$ cat src/rtl/wordmem_pkg.sv
package wordmem_pkg;
  localparam int unsigned WORD_BYTES = 4;
  localparam int unsigned OFFS_W     = $clog2(WORD_BYTES);

  typedef struct packed {
    logic misalign;
    logic out_of_range;
    logic usable;
  } addr_class_t;
endpackage

$ cat src/rtl/wordmem_addr_check.sv
module wordmem_addr_check
  import wordmem_pkg::*;
#(
  parameter int unsigned ADDR_W = 32,
  parameter int unsigned DEPTH  = 64,
  localparam int unsigned IDX_W = (DEPTH > 1) ? $clog2(DEPTH) : 1
) (
  input  logic [ADDR_W-1:0] addr,
  output addr_class_t       cls,
  output logic [IDX_W-1:0]  idx
);
  localparam int unsigned WIDX_W = ADDR_W - OFFS_W;
  localparam logic [WIDX_W-1:0] DEPTH_V = WIDX_W'(DEPTH);

  logic [WIDX_W-1:0] word_idx;

  always_comb begin
    word_idx         = addr[ADDR_W-1:OFFS_W];
    cls.misalign     = |addr[OFFS_W-1:0];
    cls.out_of_range = !cls.misalign && (word_idx >= DEPTH_V);
    cls.usable       = !cls.misalign && !cls.out_of_range;
    idx              = word_idx[IDX_W-1:0];
  end
endmodule

$ cat src/rtl/wordmem_array.sv
module wordmem_array #(
  parameter int unsigned DATA_W = 32,
  parameter int unsigned DEPTH  = 64,
  localparam int unsigned IDX_W = (DEPTH > 1) ? $clog2(DEPTH) : 1
) (
  input  logic              clk,
  input  logic              rst_n,
  input  logic              we,
  input  logic [IDX_W-1:0]  idx,
  input  logic [DATA_W-1:0] din,
  output logic [DATA_W-1:0] dout
);
  logic [DATA_W-1:0] words [DEPTH];

  for (genvar w = 0; w < DEPTH; w++) begin : g_word
    logic hit;
    assign hit = we && (idx == IDX_W'(w));
    always_ff @(posedge clk) begin
      if (!rst_n)   words[w] <= '0;
      else if (hit) words[w] <= din;
    end
  end

  always_comb begin
    dout = '0;
    for (int k = 0; k < DEPTH; k++)
      if (idx == IDX_W'(k)) dout = words[k];
  end
endmodule

$ cat src/rtl/wordmem_sync.sv
module wordmem_sync
  import wordmem_pkg::*;
#(
  parameter int unsigned ADDR_W = 32,
  parameter int unsigned DATA_W = 32,
  parameter int unsigned DEPTH  = 64
) (
  input  logic              clk,
  input  logic              rst_n,
  input  logic [ADDR_W-1:0] addr,
  input  logic [DATA_W-1:0] wr_data,
  input  logic              rd_en,
  input  logic              wr_en,
  output logic [DATA_W-1:0] rd_data,
  output logic              misalign_err,
  output logic              range_err
);
  localparam int unsigned IDX_W = (DEPTH > 1) ? $clog2(DEPTH) : 1;

  addr_class_t       cls;
  logic [IDX_W-1:0]  idx;
  logic [DATA_W-1:0] arr_q;
  logic              access;

  wordmem_addr_check #(.ADDR_W(ADDR_W), .DEPTH(DEPTH)) u_chk (
    .addr (addr),
    .cls  (cls),
    .idx  (idx)
  );

  wordmem_array #(.DATA_W(DATA_W), .DEPTH(DEPTH)) u_arr (
    .clk   (clk),
    .rst_n (rst_n),
    .we    (wr_en && cls.usable),
    .idx   (idx),
    .din   (wr_data),
    .dout  (arr_q)
  );

  assign access       = rd_en || wr_en;
  assign misalign_err = access && cls.misalign;
  assign range_err    = access && cls.out_of_range;
  assign rd_data      = (rd_en && cls.usable) ? arr_q : '0;
endmodule

$ cat config.mk
export PLATFORM = sky130hd
export DESIGN_NAME = wordmem_sync
export DESIGN_NICKNAME = d
export VERILOG_FILES = /design/src/rtl/wordmem_pkg.sv /design/src/rtl/wordmem_addr_check.sv /design/src/rtl/wordmem_array.sv /design/src/rtl/wordmem_sync.sv
export SDC_FILE = /design/constraint.sdc
export NUM_CORES = 2
export LEC_CHECK = 0
export BUFFER_PORTS_ARGS = -buffer_cell sky130_fd_sc_hd__buf_4
export CAP_MARGIN = 30
export CORE_UTILIZATION = 50
export CTS_CLUSTER_SIZE = 12
export DETAILED_ROUTE_END_ITERATION = 8
export HOLD_SLACK_MARGIN = 0.03
export PLACE_DENSITY_LB_ADDON = 0.08
export SYNTH_ARGS = -nofsm -noshare
export SYNTH_HDL_FRONTEND = slang
export SYNTH_SLANG_ARGS = --single-unit
$ cat constraint.sdc
create_clock -name clk -period 4.6 [get_ports clk]
set_input_delay 0.69 -clock clk [delete_from_list [all_inputs] [get_ports clk]]
set_output_delay 0.69 -clock clk [all_outputs]
set_load 0.02 [all_outputs]
## After elaboration in Yosys (flattened, before gate mapping)

Memory sizes are Yosys's and may differ from the RTL's.
Cells that the tools add are included.

- Output and inout bits: 34
- Memories kept: 1
- Memory bits (writable): 2048
- Input bits: 68
- Word-level logic and storage cells: 526
- Register bits: 0

- Multiplexer cells: 322
- Reduce and logical (&&, ||, !) cells: 75
- Bitwise operators: 64
- Equality and inequality tests: 63
- $lt $le $gt $ge: 1

Memories:

| memory | words | width | read ports | clocked after Yosys merged registers in | wr ports | RTL line | text |
|---|---|---|---|---|---|---|---|
| u_arr.words | 64 | 32 | 64 | 0 | 64 | wordmem_array.sv:13 | `logic [DATA_W-1:0] words [DEPTH];` |

Operators by type and width:

| operator | count |
|---|---|
| 32-bit 2-to-1 mux | 129 |
| 1-bit 2-to-1 mux | 193 |
| 6-bit == test (second input constant) | 32 |
| 6-bit by 5-bit == test with 1-bit output (second input constant) | 16 |
| 1-bit logical AND | 70 |
| 1-bit OR | 64 |
| 6-bit by 4-bit == test with 1-bit output (second input constant) | 8 |
| 30-bit by 7-bit greater-or-equal comparator with 1-bit output (second input constant) | 1 |
| 6-bit by 3-bit == test with 1-bit output (second input constant) | 4 |
| 6-bit by 2-bit == test with 1-bit output (second input constant) | 2 |
| 6-bit by 1-bit == test with 1-bit output (second input constant) | 1 |
| 6-bit logical NOT | 1 |
| 1-bit logical NOT | 2 |
| 2-bit OR reduction | 1 |
| 1-bit logical OR | 1 |

## Longest topological paths before layout

- Depth after elaboration: 66
- Mapped depth: 13
- Gate-level depth less buffers: 8

## Modules after synthesis

Synthesis repeated with hierarchy kept, for this count alone.

- Cells, all modules: 7657
- Area total of the unflattened synthesis: 95356.5 um2

By module, submodules not included:

| module | area each (um2) | instances | cells each | sequential area each (um2) |
|---|---|---|---|---|
| wordmem_array | 94953.6 | 1 | 7600 | 61499.0 |
| wordmem_sync | 289.0 | 1 | 41 | 0.0 |
| wordmem_addr_check | 113.9 | 1 | 16 | 0.0 |

## Worst setup path after synthesis

Ideal clock, no wire load.

- Kind: input-to-reg
- Start: input addr[2]
- End: memory u_arr.words[61][0] (netlist: u_arr.words[1][928]), enable pin
- Path buffers: 6
- Arrival: 4416 ps
- Slack: -281 ps
- Data required time: 4134 ps
- Stages on the path: 9
- Library setup time: 466 ps
- Cell sequence: buf_4 nor2b_1 clkbuf_1 buf_2 buf_2 buf_2 nand2_1 clkbuf_1 o21ai_0

RTL lines:

| element | RTL line | text |
|---|---|---|
| start, declared | wordmem_sync.sv:10 | `input logic [ADDR_W-1:0] addr,` |
| end, declared | wordmem_array.sv:13 |  |

## Final worst setup path

- Start: input addr[2]
- End: output rd_data[2]

- Word-level cells in the longest chain between the ends: 66
- Elaborated cells on any way between the ends: 134
- Those cells by class: order compare: 1; eq/ne: 63; mux: 65; reduce/logical: 5

Ends and longest elaborated chain:

| element | RTL line | text |
|---|---|---|
| 6-bit logical NOT | wordmem_array.sv:27 | `if (idx == IDX_W'(k)) dout = words[k];` |
| 32-bit 2-to-1 mux (64 in series) | wordmem_array.sv:27 |  |
| 32-bit 2-to-1 mux * | wordmem_sync.sv:43 | `assign rd_data = (rd_en && cls.usable) ? arr_q : '0;` |
| end, declared | wordmem_sync.sv:14 | `output logic [DATA_W-1:0] rd_data,` |

Every way passes the cells marked *; elsewhere a longest branch is shown, timed or not.

==> summary.txt <==
Synthesis
  – FF+latch count, synth: 2048
  – Number of flops mapped to enable cells by yosys: 2048
  – Mapped cell area: 93800 µm²
  – Yosys warning count: 0
  – Async SR Flop Fraction: 0
  – Post-Syn Instances: 7483
  – Syn avg cell area: 12.5 µm²
  – Seq/Total Area, Yosys: 0.656
  – Top_reg_cell synth: edfxtp_1
  – Syn nets: 7551
  – Yosys cell types: 87

Detailed routing
  – DR pass1 iterations: 7
  – Routed Antenna Nets: 0
  – Routed vias: 71800
  – Final WL: 368 mm
  – DRT iter0 DRCs: 12800
  – Vias per cell: 6.94
  – Residual DRC count: 0
  – Wirelength per Cell: 35.6 µm

STA
  – Slew headroom: 0.239
  – Endpoints failing setup: 6
  – Setup total negative slack: -0.221 ns
  – Tcrit/Tclk final: 1.03
  – Max Clk Rate: 212 MHz
  – Least-Margin Pin Slew: 1.14 ns
  – Fin. Hold Viols: 0
  – Tmin final: 4.72 ns
  – Worst hold margin: 0.333 ns
  – Final worst-path setup slack: -0.121 ns
  – RSZ-0062 raised after global routing: yes
  – Max Slew Vio Count: 0

Global routing
  – Largest net degree at the start of global routing: 204
  – Overall global routing resource usage: 0.378
  – Initial antenna violation count: 25
  – Vias in the first global route: 66600
  – Grt ovf: 0
  – First-pass GRT wire length: 514 mm

Place
  – GPL Wtd Cong: 0.944
  – DP Worst Slack: -1.28 ns
  – Post-DP HPWL: 228 mm
  – Buffers added on ports: 101

Floorplan
  – IO Count: 102
  – Core area: 186000 µm²
  – Cell Rows: 158
  – Die area: 189000 µm²
  – Die width: 435 µm
  – Initial Util: 0.505
  – Chip height: 435 µm

Pwr
  – Net Switching: 9.87 mW
  – P_int: 31.3 mW
  – Register share of total power: 0.528
  – Worst VDD drop: 0.000308 V
  – Clock share of power: 0.401
  – Lkg Pwr: 45.5 nW
  – Sw frac: 0.240
  – Comb power frac: 0.071
  – PwrDens: 373 nW/µm²

Hold path
  – WHS Endpoint: u_arr.words[0][783]
  – Worst Min Path Start: wr_data[15]
  – Worst Hold Class: input pin to flip-flop
  – Hold Path Cell Cnt: 2

CTS
  – Clk root buf: clkbuf_16
  – CTS tree: done
  – Cts bufs inserted: 214
  – TritonCTS Sinks: 2048
  – Clock slew at reported path FFs: 0.06 ns
  – Clock buffer depth: 3
  – Max H-tree Level: 4

Final layout
  – Max reg flops: 2048
  – Commonest non-fill, non-tap cells in the layout: 2089 x and3_1, 2048 x edfxtp_1, 797 x buf_4
  – Final nets: 7748
  – Layout Area Growth over Synthesis: 17.6%
  – Layout cells sized above 1: 0.193
  – Largest Register: u_arr.words
  – Layout fillers: 14800
  – Most common cell after layout, fill and taps aside: and3_1
  – Largest registers: u_arr.words (2048)

Setup path
  – Type of the worst setup path: input pin to primary output
  – Worst setup EP type: primary output
  – Crit-path max FO: 13
  – CP startpoint kind: input pin
  – CP arrival: 4.03 ns
  – Worst EP required: 3.91 ns

Run status
  – Status: finished, violations left
  – Failing checks: setup timing

Run
  – Max cap viols: 0
[layout make-up]
type,instances,area [µm²],area share
clock inverters,108,714,0.00648
diodes,8,20.0,0.000182
multi-input cells,4442,29900,0.271
repair buffers,963,9250,0.0839
well taps,2480,3100,0.0281
flip-flops and latches,2048,61500,0.558
inverters,11,41.3,0.000374
clock buffers,275,5710,0.0518
[how the worst max path moves through the flow]
stage / start / to / slack, ns / cells after the start
2_1_floorplan: addr[31] / u_arr.words[0][0] / -0.09 / 7
3_3_place_gp: addr[6] / rd_data[2] / -1.19 / 15
3_5_place_dp: addr[6] / rd_data[2] / -1.28 / 16
4_1_cts: addr[5] / rd_data[2] / -0.07 / 17
5_1_grt: addr[2] / rd_data[2] / -0.05 / 13
6_report: addr[2] / rd_data[2] / -0.12 / 13
[kinds of logic after synthesis]
family                 synth area share
AO/OA/AOI/OAI                     0.108
buffers and inverters            0.0433
flip-flops                        0.656
multiplexers                     0.0115
AND/OR/NAND/NOR                   0.181
[per-layer routing]
metal  vias to the layer above  share of wire  global-route usage
met4                        14          0.052               0.182
met3                       772           0.13              0.0901
li1                      29500              -                   -
met2                      5278           0.43               0.542
met1                     36200           0.39               0.541
met5                         -        0.00024                   0
[what timing repair did]
action | 4_1_cts | 5_1_grt
gates cloned | 2 | 3
pin swaps | 12 | 16
setup buffers | 12 | 17
gates resized for setup | 64 | 69
setup endpoints to repair | 27 | 27
hold buffers | 0 | 0
[cells in the mapped netlist (24+ instances only)]
library cell | number | area (µm²)
and3_1 | 2090 | 13100
edfxtp_1 | 2048 | 61500
clkbuf_1 | 752 | 2820
a22oi_1 | 478 | 3590
o21ai_0 | 276 | 1380
nand2_1 | 255 | 957
nor2_1 | 220 | 826
a21oi_1 | 207 | 1040
buf_2 | 154 | 771
nand3_1 | 93 | 465
a221oi_1 | 69 | 604
o22ai_1 | 66 | 413
nand4_1 | 62 | 388
a22o_1 | 58 | 508
nor3_1 | 53 | 265
mux2_2 | 46 | 518
buf_1 | 44 | 165
mux2i_1 | 33 | 330
o221ai_1 | 31 | 272
a222oi_1 | 29 | 290
buf_4 | 29 | 218
a2111oi_0 | 25 | 219
nor4_1 | 25 | 156
o31ai_1 | 24 | 180
[critical path, stage by stage]
cell      delay, ns
buf_8          0.19
buf_4          0.17
nand2b_4       0.22
buf_4          0.27
buf_4          0.35
nor2_2         0.17
buf_4          0.17
buf_4          0.18
a211oi_1       0.28
nand4_1        0.53
nor3_2         0.39
a21oi_4        0.16
buf_4          0.19
[power groups by stage]
stage | logic [mW] | clock network [mW] | registers, mW
after floorplan | 1.09 | 0 | 22.0
after global placement | 2.72 | 0 | 22.0
after detailed placement | 2.74 | 0 | 22.1
after CTS | 2.79 | 16.5 | 21.7
after global routing | 2.95 | 17.2 | 21.8
final | 2.93 | 16.5 | 21.7
[stage by stage]
step | cells | power, mW | cell area, µm² | util
floorplan | 7483 | 23.1 | 93800 | -
global placement | 9902 | 24.8 | 103000 | 0.553
detailed placement | 9906 | 24.8 | 103000 | 0.553
CTS | 10300 | 41.0 | 110000 | 0.590
global route | 10300 | 41.9 | 110000 | 0.593
finish | 10300 | 41.1 | 110000 | 0.593
(Power assumes the default switching activity.)
